File: src/rtl/bec_pkg.sv
package bec_pkg;
  localparam int TAG_W = 4;
  localparam int ACK_W = 2;

  localparam int ST_RDN   = 0;
  localparam int ST_WRN   = 1;
  localparam int ST_SUPER = 2;
  localparam int ST_ACK   = 3;
  localparam int ST_READY = 5;
  localparam int ST_ABORT = 6;
  localparam int ST_TMO   = 7;
  localparam int ST_TAG   = 8;
  localparam int ST_OPC   = ST_TAG + TAG_W;

  typedef enum logic [ACK_W-1:0] {
    ACK_NONE  = 2'b00,
    ACK_SPLIT = 2'b01,
    ACK_RETRY = 2'b10,
    ACK_ERROR = 2'b11
  } ackCodeT;

  typedef struct packed {
    logic trackPhase;
    logic capture;
    logic tmoFlag;
  } dpStrobeT;
endpackage

File: src/rtl/bec_timeout.sv
module bec_timeout #(
  parameter int TMO_W = 8
) (
  input  logic             clk,
  input  logic             rstN,
  input  logic             load,
  input  logic [TMO_W-1:0] limit,
  input  logic             response,
  output logic             expire
);
  localparam logic [TMO_W-1:0] LastTick = TMO_W'(1);

  logic [TMO_W-1:0] count;
  logic             pending;

  assign expire = pending && !response && (count == LastTick);

  always_ff @(posedge clk or negedge rstN) begin
    if (!rstN) begin
      count   <= '0;
      pending <= 1'b0;
    end else if (load) begin
      count   <= limit;
      pending <= (limit != '0);
    end else if (pending) begin
      if (response || expire) begin
        pending <= 1'b0;
      end else begin
        count <= count - LastTick;
      end
    end
  end
endmodule

File: src/rtl/bec_ctrl.sv
module bec_ctrl
  import bec_pkg::*;
#(
  parameter int TMO_W = 8
) (
  input  logic             clk,
  input  logic             rstN,
  input  logic             busAddrValid,
  input  logic [ACK_W-1:0] busAck,
  input  logic             busReady,
  input  logic [TMO_W-1:0] cfgTimeout,
  input  logic             cfgIrqEn,
  input  logic             swRelease,
  output dpStrobeT         strobe,
  output logic             capLocked,
  output logic             srqPulse,
  output logic             irq
);
  logic response;
  logic tmoHit;
  logic errHit;
  logic armed;
  logic captureNow;

  assign response   = busReady || (busAck != ACK_NONE);
  assign errHit     = (busAck == ACK_ERROR);
  assign armed      = !capLocked || swRelease;
  assign captureNow = armed && (errHit || tmoHit);

  bec_timeout #(.TMO_W(TMO_W)) u_timeout (
    .clk     (clk),
    .rstN    (rstN),
    .load    (busAddrValid),
    .limit   (cfgTimeout),
    .response(response),
    .expire  (tmoHit)
  );

  always_comb begin
    strobe.trackPhase = busAddrValid;
    strobe.capture    = captureNow;
    strobe.tmoFlag    = tmoHit;
  end

  always_ff @(posedge clk or negedge rstN) begin
    if (!rstN) begin
      capLocked <= 1'b0;
      srqPulse  <= 1'b0;
      irq       <= 1'b0;
    end else begin
      if (captureNow) begin
        capLocked <= 1'b1;
      end else if (swRelease) begin
        capLocked <= 1'b0;
      end
      srqPulse <= captureNow;
      irq      <= captureNow && cfgIrqEn;
    end
  end
endmodule

File: src/rtl/bec_datapath.sv
module bec_datapath
  import bec_pkg::*;
#(
  parameter int ADDR_W = 32,
  parameter int DATA_W = 32,
  parameter int OPC_W  = 4,
  parameter int STAT_W = ST_OPC + OPC_W
) (
  input  logic              clk,
  input  logic              rstN,
  input  dpStrobeT          strobe,
  input  logic [ADDR_W-1:0] busAddr,
  input  logic [DATA_W-1:0] busData,
  input  logic              busRdN,
  input  logic              busWrN,
  input  logic              busSuper,
  input  logic [TAG_W-1:0]  busTag,
  input  logic [OPC_W-1:0]  busOpc,
  input  logic [ACK_W-1:0]  busAck,
  input  logic              busReady,
  input  logic              busAbort,
  output logic [ADDR_W-1:0] capAddr,
  output logic [DATA_W-1:0] capData,
  output logic [STAT_W-1:0] capStatus
);
  logic [ADDR_W-1:0] phAddr;
  logic [TAG_W-1:0]  phTag;
  logic [OPC_W-1:0]  phOpc;
  logic              phRdN;
  logic              phWrN;
  logic              phSuper;
  logic [STAT_W-1:0] statusNext;

  always_ff @(posedge clk or negedge rstN) begin
    if (!rstN) begin
      phAddr  <= '0;
      phTag   <= '0;
      phOpc   <= '0;
      phRdN   <= 1'b0;
      phWrN   <= 1'b0;
      phSuper <= 1'b0;
    end else if (strobe.trackPhase) begin
      phAddr  <= busAddr;
      phTag   <= busTag;
      phOpc   <= busOpc;
      phRdN   <= busRdN;
      phWrN   <= busWrN;
      phSuper <= busSuper;
    end
  end

  always_comb begin
    statusNext                    = '0;
    statusNext[ST_RDN]            = phRdN;
    statusNext[ST_WRN]            = phWrN;
    statusNext[ST_SUPER]          = phSuper;
    statusNext[ST_ACK +: ACK_W]   = busAck;
    statusNext[ST_READY]          = busReady;
    statusNext[ST_ABORT]          = busAbort;
    statusNext[ST_TMO]            = strobe.tmoFlag;
    statusNext[ST_TAG +: TAG_W]   = phTag;
    statusNext[ST_OPC +: OPC_W]   = phOpc;
  end

  always_ff @(posedge clk or negedge rstN) begin
    if (!rstN) begin
      capAddr   <= '0;
      capData   <= '0;
      capStatus <= '0;
    end else if (strobe.capture) begin
      capAddr   <= phAddr;
      capData   <= busData;
      capStatus <= statusNext;
    end
  end
endmodule

File: src/rtl/bus_err_capture.sv
module bus_err_capture
  import bec_pkg::*;
#(
  parameter int ADDR_W = 32,
  parameter int DATA_W = 32,
  parameter int OPC_W  = 4,
  parameter int TMO_W  = 8,
  localparam int STAT_W = ST_OPC + OPC_W
) (
  input  logic              clk,
  input  logic              rstN,
  input  logic              busAddrValid,
  input  logic [ADDR_W-1:0] busAddr,
  input  logic [DATA_W-1:0] busData,
  input  logic              busRdN,
  input  logic              busWrN,
  input  logic              busSuper,
  input  logic [3:0]        busTag,
  input  logic [OPC_W-1:0]  busOpc,
  input  logic [1:0]        busAck,
  input  logic              busReady,
  input  logic              busAbort,
  input  logic [TMO_W-1:0]  cfgTimeout,
  input  logic              cfgIrqEn,
  input  logic              swRelease,
  output logic [ADDR_W-1:0] capAddr,
  output logic [DATA_W-1:0] capData,
  output logic [STAT_W-1:0] capStatus,
  output logic              capLocked,
  output logic              srqPulse,
  output logic              irq
);
  dpStrobeT strobe;

  bec_ctrl #(.TMO_W(TMO_W)) u_ctrl (
    .clk         (clk),
    .rstN        (rstN),
    .busAddrValid(busAddrValid),
    .busAck      (busAck),
    .busReady    (busReady),
    .cfgTimeout  (cfgTimeout),
    .cfgIrqEn    (cfgIrqEn),
    .swRelease   (swRelease),
    .strobe      (strobe),
    .capLocked   (capLocked),
    .srqPulse    (srqPulse),
    .irq         (irq)
  );

  bec_datapath #(
    .ADDR_W(ADDR_W),
    .DATA_W(DATA_W),
    .OPC_W (OPC_W),
    .STAT_W(STAT_W)
  ) u_datapath (
    .clk      (clk),
    .rstN     (rstN),
    .strobe   (strobe),
    .busAddr  (busAddr),
    .busData  (busData),
    .busRdN   (busRdN),
    .busWrN   (busWrN),
    .busSuper (busSuper),
    .busTag   (busTag),
    .busOpc   (busOpc),
    .busAck   (busAck),
    .busReady (busReady),
    .busAbort (busAbort),
    .capAddr  (capAddr),
    .capData  (capData),
    .capStatus(capStatus)
  );
endmodule

File: config.mk
export PLATFORM = sky130hd
export DESIGN_NAME = bus_err_capture
export DESIGN_NICKNAME = d
export VERILOG_FILES = /design/src/rtl/bec_pkg.sv /design/src/rtl/bec_timeout.sv /design/src/rtl/bec_ctrl.sv /design/src/rtl/bec_datapath.sv /design/src/rtl/bus_err_capture.sv
export SDC_FILE = /design/constraint.sdc
export NUM_CORES = 1
export LEC_CHECK = 0
export CAP_MARGIN = 5
export CORE_MARGIN = 2
export CORE_UTILIZATION = 41
export DETAILED_ROUTE_END_ITERATION = 7
export GPL_TIMING_DRIVEN = 0
export PLACE_DENSITY = 0.82
export SETUP_SLACK_MARGIN = 0.15
export SYNTH_ARGS = -nofsm -noshare
export SYNTH_HDL_FRONTEND = slang
export SYNTH_SLANG_ARGS = --single-unit
File: constraint.sdc
create_clock -name clk -period 2 [get_ports clk]
set_input_delay 0.4 -clock clk [delete_from_list [all_inputs] [get_ports clk]]
set_output_delay 0.4 -clock clk [all_outputs]
set_load 0.02 [all_outputs]
# After elaboration in Yosys (flattened, before gate mapping)
# Cells that the tools add are included.
# op_classes
div	0
addsub	1
n_reduce_logical	15
eq_ne	3
multipliers	0
order_cmp	0
bitwise_logic	0
shift	0
mux	8
# op_table
operator	count
8-bit two-way mux	3
8-bit by 1-bit equality test with 1-bit output, second input constant	1
8-bit nonzero test	1
8-bit by 1-bit subtractor with 8-bit output, second input constant	1
2-bit nonzero test	3
1-bit two-way mux	5
1-bit logical AND	4
1-bit logical OR	4
2-bit equality test, second input constant	1
1-bit zero test	2
2-bit inequality test, second input constant	1
2-bit AND reduction	1
# word_totals
elab_cells	41
mem_bits_rw	0
n_memories	0
latchBits	0
mem_bits_ro	0
reg_bits	135
output_inout_bits	83

# Depth between registers and ports, before layout
# depth
ltp_word	9
depth_mapped	8
depth_no_buf	6

# Modules after synthesis
# Synthesis repeated with hierarchy kept, for this count alone.
# unflattened
hier_cells	335
hier_area_um2	5741.8
# by_module_without_submodules
module	cells_per_inst	area_each_um2	n_inst
bec_datapath	260	5013.6	1
bec_timeout	63	595.6	1
bec_ctrl	12	132.6	1

# Least setup slack after synthesis
# No wires, ideal clock.
# synth_path
path_kind	flip-flop to flip-flop
from	register u_ctrl.u_timeout.count[1]
to	register u_datapath.capData[16]
n_path_buf	2
slack_ns	0.049
setup_ns	0.127
stages_incl_launch_ff	9
required_ns	1.873
t_arrival_ns	1.823
synth_period_minus_slack_ns	1.951
cell_sequence	dfrtp_1 -> inv_1 -> ha_1 -> nor3b_1 -> nand3_2 -> o21ai_4 -> buf_6 -> buf_6 -> mux2_1
# synth_between
elab_chain_len	4
# synth_lines
element	line	rtl
start, declared	bec_timeout.sv:13	logic [TMO_W-1:0] count;
start signal, assigned	bec_timeout.sv:23	count <= limit;
start signal, assigned	bec_timeout.sv:29	count <= count - LastTick;
8-bit by 1-bit equality test with 1-bit output	bec_timeout.sv:16	assign expire = pending && !response && (count == LastTick);
1-bit logical AND	bec_timeout.sv:16	
1-bit logical OR	bec_ctrl.sv:28	assign captureNow = armed && (errHit || tmoHit);
1-bit logical AND	bec_ctrl.sv:28	
end signal, assigned	bec_datapath.sv:72	capData <= busData;
end, declared	bec_datapath.sv:23	output logic [DATA_W-1:0] capData,
# Every way passes these cells.
# A chain may end at the register's enable or synchronous reset.

# Final worst setup path
# layout_path
from	input busAck[1]
to	register u_datapath.capData[20]
# layout_between
elab_chain_len	7
elab_cells_between_ends	8
# layout_lines
element	line	rtl
start, declared	bus_err_capture.sv:20	input logic [1:0] busAck,
2-bit nonzero test	bec_ctrl.sv:25	assign response = busReady || (busAck != ACK_NONE);
1-bit logical OR	bec_ctrl.sv:25	
1-bit zero test	bec_timeout.sv:16	
1-bit logical AND (2 in a row)	bec_timeout.sv:16	
1-bit logical OR *	bec_ctrl.sv:28	
1-bit logical AND *	bec_ctrl.sv:28	
# Every way passes the cells marked *; elsewhere a longest branch is shown, timed or not.

==> run metrics <==
Startpoint Class primary input; Max clock buf depth 2; Total GRT Usage 18.8%; Reg2Reg Depth 9; slowest stage delay, CP 500 ps; Cells after Synth 336; Hold Fails Final Rpt 0; EDFF count, synth 0; area delta synth->final 62.4%; max_slew headroom 55.4%; fillcell total 863; sequential fraction of the synthesis area 64.3%; die area 13700 um^2; first-pass GRT wire length 19100 um; H-tree depth 4; # setup viols final 0; Design Area, Final 8540 um^2; CP endpoint kind register; clk_lat worst skew 420 ps; skew final 5.88 ps; maximum VDD drop 0.723 mV; Hold Path Depth 3; input/output buffers 174; CP cell instances clkdlybuf4s50_1 > nor4b_4 > nand3_2 > o21ai_4 > buf_12 > buf_12 > clkbuf_16 > mux2_4; final antenna-violating net count 0; placed cells 683; Tot Pwr 9.01 mW; outcome finished clean; die height 117 um; Yosys cell types 36; Mapped Nets 430; Syn Area/Cell 15.6 um^2; CTS Root Cell clkbuf_16; Critical-path top delay cell clkdlybuf4s50_1; Layout Nets 650; Initial DRT Pass Iterations 4; boundary pin count 175; cell area after synthesis 5260 um^2; diode count 0; Seq cells post-synth 135; Worst EP arrival 2260 ps; CTS tree done; initial antenna violation count 0; half-perimeter wire length after placement 8620 um; unrepaired setup endpoints after global routing yes; share of layout cells above drive strength 1 34.7%; Max Clock Freq 510 MHz; largest net degree at the start of global routing 77; Final Slew Violations 0; final wirelength 13600 um; Die Width 117 um; worst-margin pin slew 669 ps; placed inst area 7260 um^2; Yosys warnings 0; fin cells 740; GPL Wtd Cong 0.746; Starting Density 41.8%; Sink Count 135; asr flop ratio synth 100%; maximum fanout along the worst path 8; Inserted Clock Buffers 17; path type of the worst min-delay path in2reg; Routed wire per std cell 18.4 um; Req. time, crit path 2300 ps; core area 12600 um^2; P_leak 3.70 nW; Vias/cell 4.92; vias in the first global route 3771; via count 3640; predominant post-synthesis flop cell dfrtp_1; power per cell area 1060 nW/um^2; DRT iter0 DRCs 154; minimum clock period 1960 ps; row cnt 41; Residual DRC 0; MaxCap Viol Count 0; crit share post-route 98.1%; clock slew at reported path FFs 60 ps; grt total ovfl 0; Crit Path Category in2reg; crit-path most repeated cell buf_12
[placed cells by master, fill, tap and decap left out, types with 2 or more instances in the layout]
cell type,Yosys,layout
a21o_1,2,2
a21oi_1,4,4
buf_1,5,3
buf_12,0,5
buf_16,0,3
buf_4,5,14
buf_6,3,3
buf_8,0,5
bufinv_16,0,4
clkbuf_16,0,22
clkbuf_8,0,4
clkdlybuf4s50_1,0,165
clkinvlp_4,0,2
dfrtp_1,135,134
dlygate4sd2_1,0,2
dlymetal6s2s_1,0,6
inv_1,3,2
inv_6,0,2
mux2_2,100,73
mux2_4,0,47
nand2_1,7,7
nand3_1,3,3
nand4b_1,2,2
nor2_1,11,11
nor2b_1,4,4
nor3_1,2,2
nor4_1,2,2
o211ai_1,2,2
o21ai_0,4,4
or4_1,2,2
xnor2_1,2,2
xor2_1,2,2
[registers in the layout (all words and copies together) (netlist names)]
register	count
u_ctrl.capLocked	1
u_ctrl.irq	1
u_ctrl.srqPulse	1
u_ctrl.u_timeout.count	8
u_ctrl.u_timeout.pending	1
u_datapath.capAddr	32
u_datapath.capData	32
u_datapath.capStatus	16
u_datapath.phAddr	32
u_datapath.phOpc	4
u_datapath.phRdN	1
u_datapath.phSuper	1
u_datapath.phTag	4
u_datapath.phWrN	1
[worst max-delay path: cells and delay by family]
kind | cells | cell delay, ps
and+or+nand+nor | 2 | 430
buffers and inverters | 4 | 950
AOI/OAI and AO/OA | 1 | 160
muxes | 1 | 310
[where the power goes]
part           switching (mW)  internal [mW]
clock                    1.15           2.22
combinational           0.938           1.29
sequential              0.250           3.17
[final cells by class]
cell class                      count  area [um^2]  area share (%)
Tap cell                          172          215            2.52
Multi-Input combinational cell    184         1980            23.2
Clock buffer                       21          480            5.63
Inverter                            3         11.3           0.132
Sequential cell                   135         3380            39.6
Buffer                             14          163            1.90
Clock inverter                     10          166            1.95
Timing Repair Buffer              201         2140            25.1
[cell families (layout without fill, tap and decap cells)]
family / after synthesis / after routing / synth area share, %
DFF: 135 / 135 / 64.3
adders and majority gates: 2 / 2 / 0.476
xor gates and xnor gates: 4 / 4 / 0.666
and+or+nand+nor: 41 / 41 / 4.64
muxes: 120 / 120 / 25.7
AOI/OAI and AO/OA: 17 / 17 / 2.26
buffers and inverters: 17 / 249 / 2.00
[metrics by stage]
step / hold WS (ps) / worst slack, ps / util, % / setup TNS (ps)
detailed placement: 408 / -849 / 57.7 / -68990
CTS: 408 / 37.8 / 65.1 / 0
global placement: 466 / -4460 / 57.5 / -664660
global route: 467 / -36.3 / 67.9 / -433
finish: 470 / 37.6 / 67.9 / 0
floorplan: 104 / 70.4 / - / 0
[timing repair]
action | in CTS | in global routing
endpoints found under the hold margin | 59 | 0
endpoints found under the setup margin | 92 | 87
buffers inserted | 14 | 4
cloned | 2 | 5
hold buffers | 1 | 0
pin swaps | 4 | 2
gates resized for setup | 30 | 57
[Yosys cell counts, types with 2 or more instances]
master | number | share of area, %
a21o_1 | 2 | 0.29
a21oi_1 | 4 | 0.38
buf_1 | 5 | 0.36
buf_4 | 5 | 0.71
buf_6 | 3 | 0.64
dfrtp_1 | 135 | 64
ha_1 | 2 | 0.48
inv_1 | 3 | 0.21
mux2_1 | 20 | 4.3
mux2_2 | 100 | 21
nand2_1 | 7 | 0.50
nand3_1 | 3 | 0.29
nand4b_1 | 2 | 0.33
nor2_1 | 11 | 0.79
nor2b_1 | 4 | 0.48
nor3_1 | 2 | 0.19
nor4_1 | 2 | 0.24
o211ai_1 | 2 | 0.29
o21ai_0 | 4 | 0.38
or4_1 | 2 | 0.29
xnor2_1 | 2 | 0.33
xor2_1 | 2 | 0.33
[layer usage]
metal | part of all wire (%) | track usage, % | vias to the layer above
met3 | 7.7 | 7.00 | 31
li1 | - | - | 1641
met4 | 2.4 | 9.88 | 0
met5 | 0 | 0 | -
met1 | 39 | 21.1 | 1816
met2 | 51 | 31.4 | 152
[worst paths after layout]
| path | start | end | slack, ps |
|---|---|---|---|
| setup / recovery | busAck[1] | u_datapath.capData[20]$_DFFE_PN0P_ | 40 |
| hold reg to reg | u_datapath.phOpc[2]$_DFFE_PN0P_ | u_datapath.phOpc[2]$_DFFE_PN0P_ | 500 |
| hold / removal | busReady | u_datapath.capStatus[5]$_DFFE_PN0P_ | 470 |
| min in group asynchronous | rstN | u_ctrl.u_timeout.pending$_DFF_PN0_ | 520 |
| max in group asynchronous | rstN | u_datapath.capAddr[3]$_DFFE_PN0P_ | 720 |
| setup reg to reg | u_ctrl.u_timeout.count[1]$_DFFE_PN0P_ | u_datapath.capData[20]$_DFFE_PN0P_ | 40 |
Note: power is estimated with default switching activity, not from simulation.
